**src/rtl/amem_wait_pkg.sv**
```systemverilog
`timescale 1ns/1ps
package amem_wait_pkg;

    typedef enum logic [1:0] {
        ST_IDLE   = 2'd0,
        ST_ACCESS = 2'd1,
        ST_WAIT   = 2'd2
    } amw_state_e;

    typedef struct packed {
        amw_state_e st;
        logic       is_wr;
        logic       ack;
        logic       err;
    } amw_ctl_s;

    typedef enum logic [1:0] {
        SEL_BANK  = 2'd0,
        SEL_OR_RD = 2'd1,
        SEL_OR_OE = 2'd2,
        SEL_OR_WR = 2'd3
    } amw_sel_e;

endpackage

```
**src/rtl/amem_rdy_sync.sv**
```systemverilog
`timescale 1ns/1ps
module amem_rdy_sync #(
    parameter int STAGES = 2
) (
    input  logic clk,
    input  logic rst_n,
    input  logic din,
    output logic dout
);
    logic [STAGES-1:0] sh_d;
    logic [STAGES-1:0] sh_q;

    generate
        if (STAGES == 1) begin : g_one
            assign sh_d = din;
        end else begin : g_chain
            assign sh_d = {sh_q[STAGES-2:0], din};
        end
    endgenerate

    always_ff @(posedge clk or negedge rst_n) begin
        if (!rst_n) sh_q <= '0;
        else        sh_q <= sh_d;
    end

    assign dout = sh_q[STAGES-1];
endmodule

```
**src/rtl/amem_down_cnt.sv**
```systemverilog
`timescale 1ns/1ps
module amem_down_cnt #(
    parameter int W = 6
) (
    input  logic         clk,
    input  logic         rst_n,
    input  logic         load,
    input  logic [W-1:0] load_val,
    input  logic         dec,
    output logic         last
);
    localparam logic [W-1:0] ONE = W'(1);

    logic [W-1:0] cnt_d;
    logic [W-1:0] cnt_q;

    always_comb begin
        cnt_d = cnt_q;
        if (load)      cnt_d = load_val;
        else if (dec)  cnt_d = cnt_q - ONE;
    end

    always_ff @(posedge clk or negedge rst_n) begin
        if (!rst_n) cnt_q <= '0;
        else        cnt_q <= cnt_d;
    end

    assign last = (cnt_q == ONE);


    no_underflow_chk: assert property (@(posedge clk) disable iff (!rst_n)
        (dec && !load) |-> (cnt_q != '0));


    load_nonzero_chk: assert property (@(posedge clk) disable iff (!rst_n)
        load |-> (load_val != '0));
endmodule

```
**src/rtl/amem_sel_mux.sv**
```systemverilog
`timescale 1ns/1ps
module amem_sel_mux
    import amem_wait_pkg::*;
(
    input  logic     clk,
    input  logic     rst_n,
    input  amw_sel_e mode,
    input  logic     bank_n,
    input  logic     rd_n,
    input  logic     oe_n,
    input  logic     wr_n,
    output logic     cs_n
);
    always_comb begin
        unique case (mode)
            SEL_BANK:  cs_n = bank_n;
            SEL_OR_RD: cs_n = bank_n | rd_n;
            SEL_OR_OE: cs_n = bank_n | oe_n;
            SEL_OR_WR: cs_n = bank_n | wr_n;
            default:   cs_n = 1'b1;
        endcase
    end


    cs_needs_bank_chk: assert property (@(posedge clk) disable iff (!rst_n)
        !cs_n |-> !bank_n);
endmodule

```
**src/rtl/amem_wait_ctrl.sv**
```systemverilog
`timescale 1ns/1ps
module amem_wait_ctrl
    import amem_wait_pkg::*;
#(
    parameter int CNT_W       = 6,
    parameter int ABORT_CYC   = 64,
    parameter int SYNC_STAGES = 2
) (
    input  logic             clk,
    input  logic             rst_n,
    input  logic             req,
    input  logic             req_write,
    output logic             ack,
    output logic             err,
    input  logic             cfg_rdy_en,
    input  logic             cfg_rdy_pol,
    input  logic             cfg_abort_en,
    input  logic [1:0]       cfg_sel_mode,
    input  logic [CNT_W-1:0] cfg_rd_cnt,
    input  logic [CNT_W-1:0] cfg_wr_cnt,
    input  logic             ext_rdy,
    output logic             mem_cs_n,
    output logic             mem_rd_n,
    output logic             mem_oe_n,
    output logic             mem_wr_n
);
    localparam int ABT_W = $clog2(ABORT_CYC + 1);
    localparam logic [CNT_W-1:0] CNT_MIN   = CNT_W'(1);
    localparam logic [ABT_W-1:0] ABT_START = ABT_W'(ABORT_CYC);

    amw_ctl_s ctl_d;
    amw_ctl_s ctl_q;

    logic             rdy_s;
    logic             rdy_act;
    logic             acc_load;
    logic             acc_dec;
    logic             acc_last;
    logic             abt_load;
    logic             abt_dec;
    logic             abt_last;
    logic [CNT_W-1:0] eff_rd;
    logic [CNT_W-1:0] eff_wr;
    logic [CNT_W-1:0] acc_val;
    logic             active;
    logic             bank_n;

    amem_rdy_sync #(.STAGES(SYNC_STAGES)) u_sync (
        .clk  (clk),
        .rst_n(rst_n),
        .din  (ext_rdy),
        .dout (rdy_s)
    );

    assign rdy_act = (rdy_s == cfg_rdy_pol);

    // a zero count still gives one strobe cycle
    assign eff_rd  = (cfg_rd_cnt == '0) ? CNT_MIN : cfg_rd_cnt;
    assign eff_wr  = (cfg_wr_cnt == '0) ? CNT_MIN : cfg_wr_cnt;
    assign acc_val = req_write ? eff_wr : eff_rd;

    amem_down_cnt #(.W(CNT_W)) u_acc_cnt (
        .clk     (clk),
        .rst_n   (rst_n),
        .load    (acc_load),
        .load_val(acc_val),
        .dec     (acc_dec),
        .last    (acc_last)
    );

    amem_down_cnt #(.W(ABT_W)) u_abt_cnt (
        .clk     (clk),
        .rst_n   (rst_n),
        .load    (abt_load),
        .load_val(ABT_START),
        .dec     (abt_dec),
        .last    (abt_last)
    );

    always_comb begin
        ctl_d     = ctl_q;
        ctl_d.ack = 1'b0;
        ctl_d.err = 1'b0;
        acc_load  = 1'b0;
        acc_dec   = 1'b0;
        abt_load  = 1'b0;
        abt_dec   = 1'b0;
        unique case (ctl_q.st)
            ST_IDLE: begin
                if (req) begin
                    ctl_d.st    = ST_ACCESS;
                    ctl_d.is_wr = req_write;
                    acc_load    = 1'b1;
                end
            end
            ST_ACCESS: begin
                if (acc_last) begin
                    if (cfg_rdy_en) begin
                        ctl_d.st = ST_WAIT;
                        abt_load = 1'b1;
                    end else begin
                        ctl_d.st  = ST_IDLE;
                        ctl_d.ack = 1'b1;
                    end
                end else begin
                    acc_dec = 1'b1;
                end
            end
            ST_WAIT: begin
                if (rdy_act) begin
                    ctl_d.st  = ST_IDLE;
                    ctl_d.ack = 1'b1;
                end else if (cfg_abort_en && abt_last) begin
                    ctl_d.st  = ST_IDLE;
                    ctl_d.ack = 1'b1;
                    ctl_d.err = 1'b1;
                end else begin
                    abt_dec = !abt_last;
                end
            end
            default: begin
                ctl_d.st = ST_IDLE;
            end
        endcase
    end

    always_ff @(posedge clk or negedge rst_n) begin
        if (!rst_n) begin
            ctl_q.st    <= ST_IDLE;
            ctl_q.is_wr <= 1'b0;
            ctl_q.ack   <= 1'b0;
            ctl_q.err   <= 1'b0;
        end else begin
            ctl_q <= ctl_d;
        end
    end

    assign active   = (ctl_q.st != ST_IDLE);
    assign bank_n   = !active;
    assign mem_rd_n = !(active && !ctl_q.is_wr);
    assign mem_oe_n = !(active && !ctl_q.is_wr);
    assign mem_wr_n = !(active && ctl_q.is_wr);
    assign ack      = ctl_q.ack;
    assign err      = ctl_q.err;

    amem_sel_mux u_sel (
        .clk   (clk),
        .rst_n (rst_n),
        .mode  (amw_sel_e'(cfg_sel_mode)),
        .bank_n(bank_n),
        .rd_n  (mem_rd_n),
        .oe_n  (mem_oe_n),
        .wr_n  (mem_wr_n),
        .cs_n  (mem_cs_n)
    );


    ack_single_chk: assert property (@(posedge clk) disable iff (!rst_n)
        ack |=> !ack);


    err_with_ack_chk: assert property (@(posedge clk) disable iff (!rst_n)
        err |-> ack);


    strobe_release_chk: assert property (@(posedge clk) disable iff (!rst_n)
        ack |-> (mem_rd_n && mem_oe_n && mem_wr_n && mem_cs_n));


    rd_wr_excl_chk: assert property (@(posedge clk) disable iff (!rst_n)
        !(!mem_rd_n && !mem_wr_n));


    no_abort_wo_rdy_chk: assert property (@(posedge clk) disable iff (!rst_n)
        err |-> (cfg_rdy_en && cfg_abort_en));


    abort_fire_chk: assert property (@(posedge clk) disable iff (!rst_n)
        (ctl_q.st == ST_WAIT && abt_last && !rdy_act && cfg_abort_en) |=> (ack && err));


    capture_stable_chk: assert property (@(posedge clk) disable iff (!rst_n)
        (ctl_q.st != ST_IDLE) |=> (ctl_q.st == ST_IDLE || $stable(ctl_q.is_wr)));
endmodule

```
**config.mk**
```make
export PLATFORM = sky130hd
export DESIGN_NAME = amem_wait_ctrl
export DESIGN_NICKNAME = d
export VERILOG_FILES = /design/src/rtl/amem_wait_pkg.sv /design/src/rtl/amem_rdy_sync.sv /design/src/rtl/amem_down_cnt.sv /design/src/rtl/amem_sel_mux.sv /design/src/rtl/amem_wait_ctrl.sv
export SDC_FILE = /design/constraint.sdc
export NUM_CORES = 1
export LEC_CHECK = 0
export ABC_CLOCK_PERIOD_IN_PS = 3900
export BUFFER_PORTS_ARGS = -buffer_cell sky130_fd_sc_hd__buf_2
export CORE_UTILIZATION = 53
export DETAILED_ROUTE_END_ITERATION = 8
export PLACE_DENSITY = 0.78
export SKIP_CTS_REPAIR_TIMING = 1
export SLEW_MARGIN = 0
export SYNTH_ARGS = -nofsm -noshare
export SYNTH_HDL_FRONTEND = slang
export SYNTH_HIERARCHICAL = 1
export SYNTH_SLANG_ARGS = --single-unit
```
**constraint.sdc**
```tcl
create_clock -name clk -period 3.9 [get_ports clk]
set_clock_uncertainty 0.15 [all_clocks]
set_input_delay 0 -clock clk [delete_from_list [all_inputs] [get_ports clk]]
set_output_delay 0 -clock clk [all_outputs]
set_load 0.01 [all_outputs]
```
==> results by group <==
Route
  – Aggregate routed wire length: 3.102 mm
  – Remaining DRCs: 0
  – Via density: 5.343
  – WL/cell: 14.56 um
  – Post-DRT Antenna Nets: 0
  – Drt pass-1 iters: 4
  – Initial DRC Count: 25
  – Via count: approximately 1.1k

CTS
  – H-tree depth: 1
  – CTS Buffer Depth: 2
  – Clock slew at the register clock pins of the worst setup and hold paths: roughly 0.11 ns
  – Clock sink total: 20
  – Worst-Skew Late Latency: 0.29 ns
  – Root Buffer: clkbuf_4
  – CTS tree: built
  – Num CTS Buffers: 3

Setup path
  – Critical path class: reg2reg
  – CP Launch Type: register
  – Critical path required time: 3.90 ns
  – Cell chain of the critical path: or2_2 > nor4b_1 > nor2b_1 > nor2_1 > o21ai_0
  – R2R Path Start: u_acc_cnt/cnt_q[3]
  – Slowest CP cell: nor2_1
  – Critical path capture point type: register
  – WP data arrival: 2.49 ns
  – Crit path buffers/inverters: 0
  – Slowest stage delay, CP: 0.58 ns
  – CP top delay family: simple AND/OR/NAND/NOR gates
  – Peak fanout along the critical path: 13
  – Crit path launch: u_acc_cnt/cnt_q[3]

Timing
  – Worst-margin pin slew: between 0.6 and 0.7 ns
  – RSZ-0062 raised after global routing: no
  – Max-slew violations: 0
  – Setup-failing EPs final: 0
  – Fmax: 400.3 MHz
  – Hold Fails Final Rpt: 0
  – Period utilisation layout: 64.05%
  – Fin Hold WS: between 0.015 and 0.02 ns
  – Final setup TNS: 0 ns
  – Rel. slew slack: 55.07%
  – Tmin final: about 2.5 ns

Synth
  – Synth top area share: 39.25%
  – Synth area leaders: dfrtp_1 (39%), ha_1 (6.9%), nand2_1 (5.6%), mux2_2 (5.3%), o21ai_0 (4.7%)
  – Avg Synthesized Cell Area: 9.515 sq um
  – Number of synthesized flops with an enable pin: 0
  – Number of synthesized register bits: 20
  – Sequential element share of the synthesized area: 39.25%
  – Largest area contributor in the netlist: dfrtp_1
  – Post-Synthesis Cells: 134
  – Synthesized area: 1275 sq um
  – Main flop type after synthesis: dfrtp_1
  – Yosys Warn Count: 6
  – Synth cell types: 39
  – Asr flop ratio synth: 100.0%

Cells and area
  – # diodes: 0
  – Fillcell total: 152
  – Layout cell share with drive strength beyond 1: 24.86%
  – Commonest cells after routing, fill and taps aside: buf_2 (27), dfrtp_1 (20), nand2_1 (19), dlygate4sd3_1 (19), o21ai_0 (12)
  – Nets@finish: 215
  – Area Growth Syn to Fin: 31.11%
  – Commonest non-fill, non-tap cell in the layout: buf_2
  – Reg area: 500.5 sq um
  – Area of the multi-input gates: 744.5 sq um

GRT
  – Total gr overflow: 0
  – Initial antenna violation count: 0
  – Largest net degree at the start of global routing: 21
  – Vias in the first global route: around 1.1k
  – Global Route Usage Sum: approximately 22%
  – Global-route wire length before repair: 4.236 mm

Die
  – Initial Util: 57.09%
  – Ports: 28
  – Row count: 17
  – Die Wd: between 50 and 60 um
  – Die area: 2606 sq um
  – Die H: 51.05 um
  – Core box area: 2233 sq um

Run
  – Max-cap violations: 0

Power and ir drop
  – PD cells: 575.1 nW/um^2
  – Peak VDD IR: between 400 and 500 uV
  – Lkg Pwr: approximately 0.75 nW

Place
  – GPL Wtd Cong: around 0.9
  – DP Wirelength: 1.922 mm
  – Port Buffer Count: 27

Min path
  – Hold/Removal Path Class: in2async

Outcome
  – Outcome: completed
==> path summary, 6_finish.rpt <==
path / to / slack, ns / cells after the start
setup / recovery: u_abt_cnt/cnt_q[4] / 1.40 / 5
hold / removal: u_acc_cnt/cnt_q[0] / 0.02 / 2
setup reg to reg: u_abt_cnt/cnt_q[4] / 1.40 / 5
hold reg to reg: u_sync/sh_q[1] / 0.22 / 0
max in group asynchronous: u_abt_cnt/cnt_q[6] / 3.28 / 2
min in group clk: mem_cs_n / 0.19 / 3
==> cells in the mapped netlist (3+ instances only) <==
| cell | instances |
|---|---|
| dfrtp_1 | 20 |
| nand2_1 | 19 |
| o21ai_0 | 12 |
| inv_1 | 8 |
| nor2_1 | 8 |
| ha_1 | 7 |
| mux2_2 | 6 |
| xnor2_1 | 6 |
| a21oi_1 | 3 |
| clkbuf_1 | 3 |
| mux2i_1 | 3 |
| xor2_1 | 3 |
==> final cells by class <==
class                           instances  area share, %
Multi-Input combinational cell        107          44.54
Clock buffer                            4          2.171
Tap cell                               28          2.096
Sequential cell                        20          29.94
Timing Repair Buffer                   46          19.46
Inverter                                8          1.796
==> cells by family (layout without fill, tap and decap cells) <==
family / after synthesis / count (layout) / synth area share (%)
muxes: 10 / 10 / 8.537
adders and majority gates: 7 / 7 / 6.869
buffers and inverters: 12 / 58 / 3.828
and+or+nand+nor: 48 / 48 / 21.98
other: 2 / 7 / 0.5890
xor gates and xnor gates: 9 / 9 / 6.183
DFF: 20 / 20 / 39.25
AOI/OAI and AO/OA: 26 / 26 / 12.76
==> routing by layer <==
| layer | routed length (um) | share of wire (%) | track usage [%] | up-vias |
|---|---|---|---|---|
| met2 | 1567 | 51 | 40.57 | 32 |
| met5 | 0 | 0 | 0 | - |
| li1 | - | - | - | 556 |
| met1 | 1273 | 41 | 24.24 | 538 |
| met4 | 125 | 4.0 | 9.722 | 0 |
| met3 | 136 | 4.4 | 4.167 | 12 |
==> where the power goes <==
| part | internal, mW | leakage, nW | switching, mW | total (mW) |
|---|---|---|---|---|
| registers | 0.292 | 0.243 | 0.0918 | 0.383 |
| clock network | 0.0568 | 0.0210 | 0.0609 | 0.118 |
| logic | 0.224 | 0.485 | 0.236 | 0.460 |
==> sequential cells by signal, summed over array words and instances (netlist names) <==
name,cells
ack,1
u_abt_cnt/cnt_q,7
u_sync/sh_q,2
u_acc_cnt/cnt_q,6
ctl_q,3
err,1
==> metrics by stage <==
stage	instance area [sq um]	total power [mW]	std cells	util, %	setup WS, ns
2_1_floorplan	1294	0.6963	139	-	1.771
3_3_place_gp	1445	0.7871	190	64.71	1.576
3_5_place_dp	1445	0.8052	190	64.71	1.477
4_1_cts	1481	0.9252	194	66.33	1.434
5_1_grt	1672	1.047	213	74.85	1.062
6_report	1672	0.9614	213	74.85	1.402
==> worst register-to-register path: cells and delay by family (launching register included) <==
| kind | cells | cell delay [ns] |
|---|---|---|
| AND/OR/NAND/NOR | 4 | 1.52 |
| flip-flops | 1 | 0.45 |
| AO/OA/AOI/OAI | 1 | 0.23 |
(Power assumes the default switching activity.)
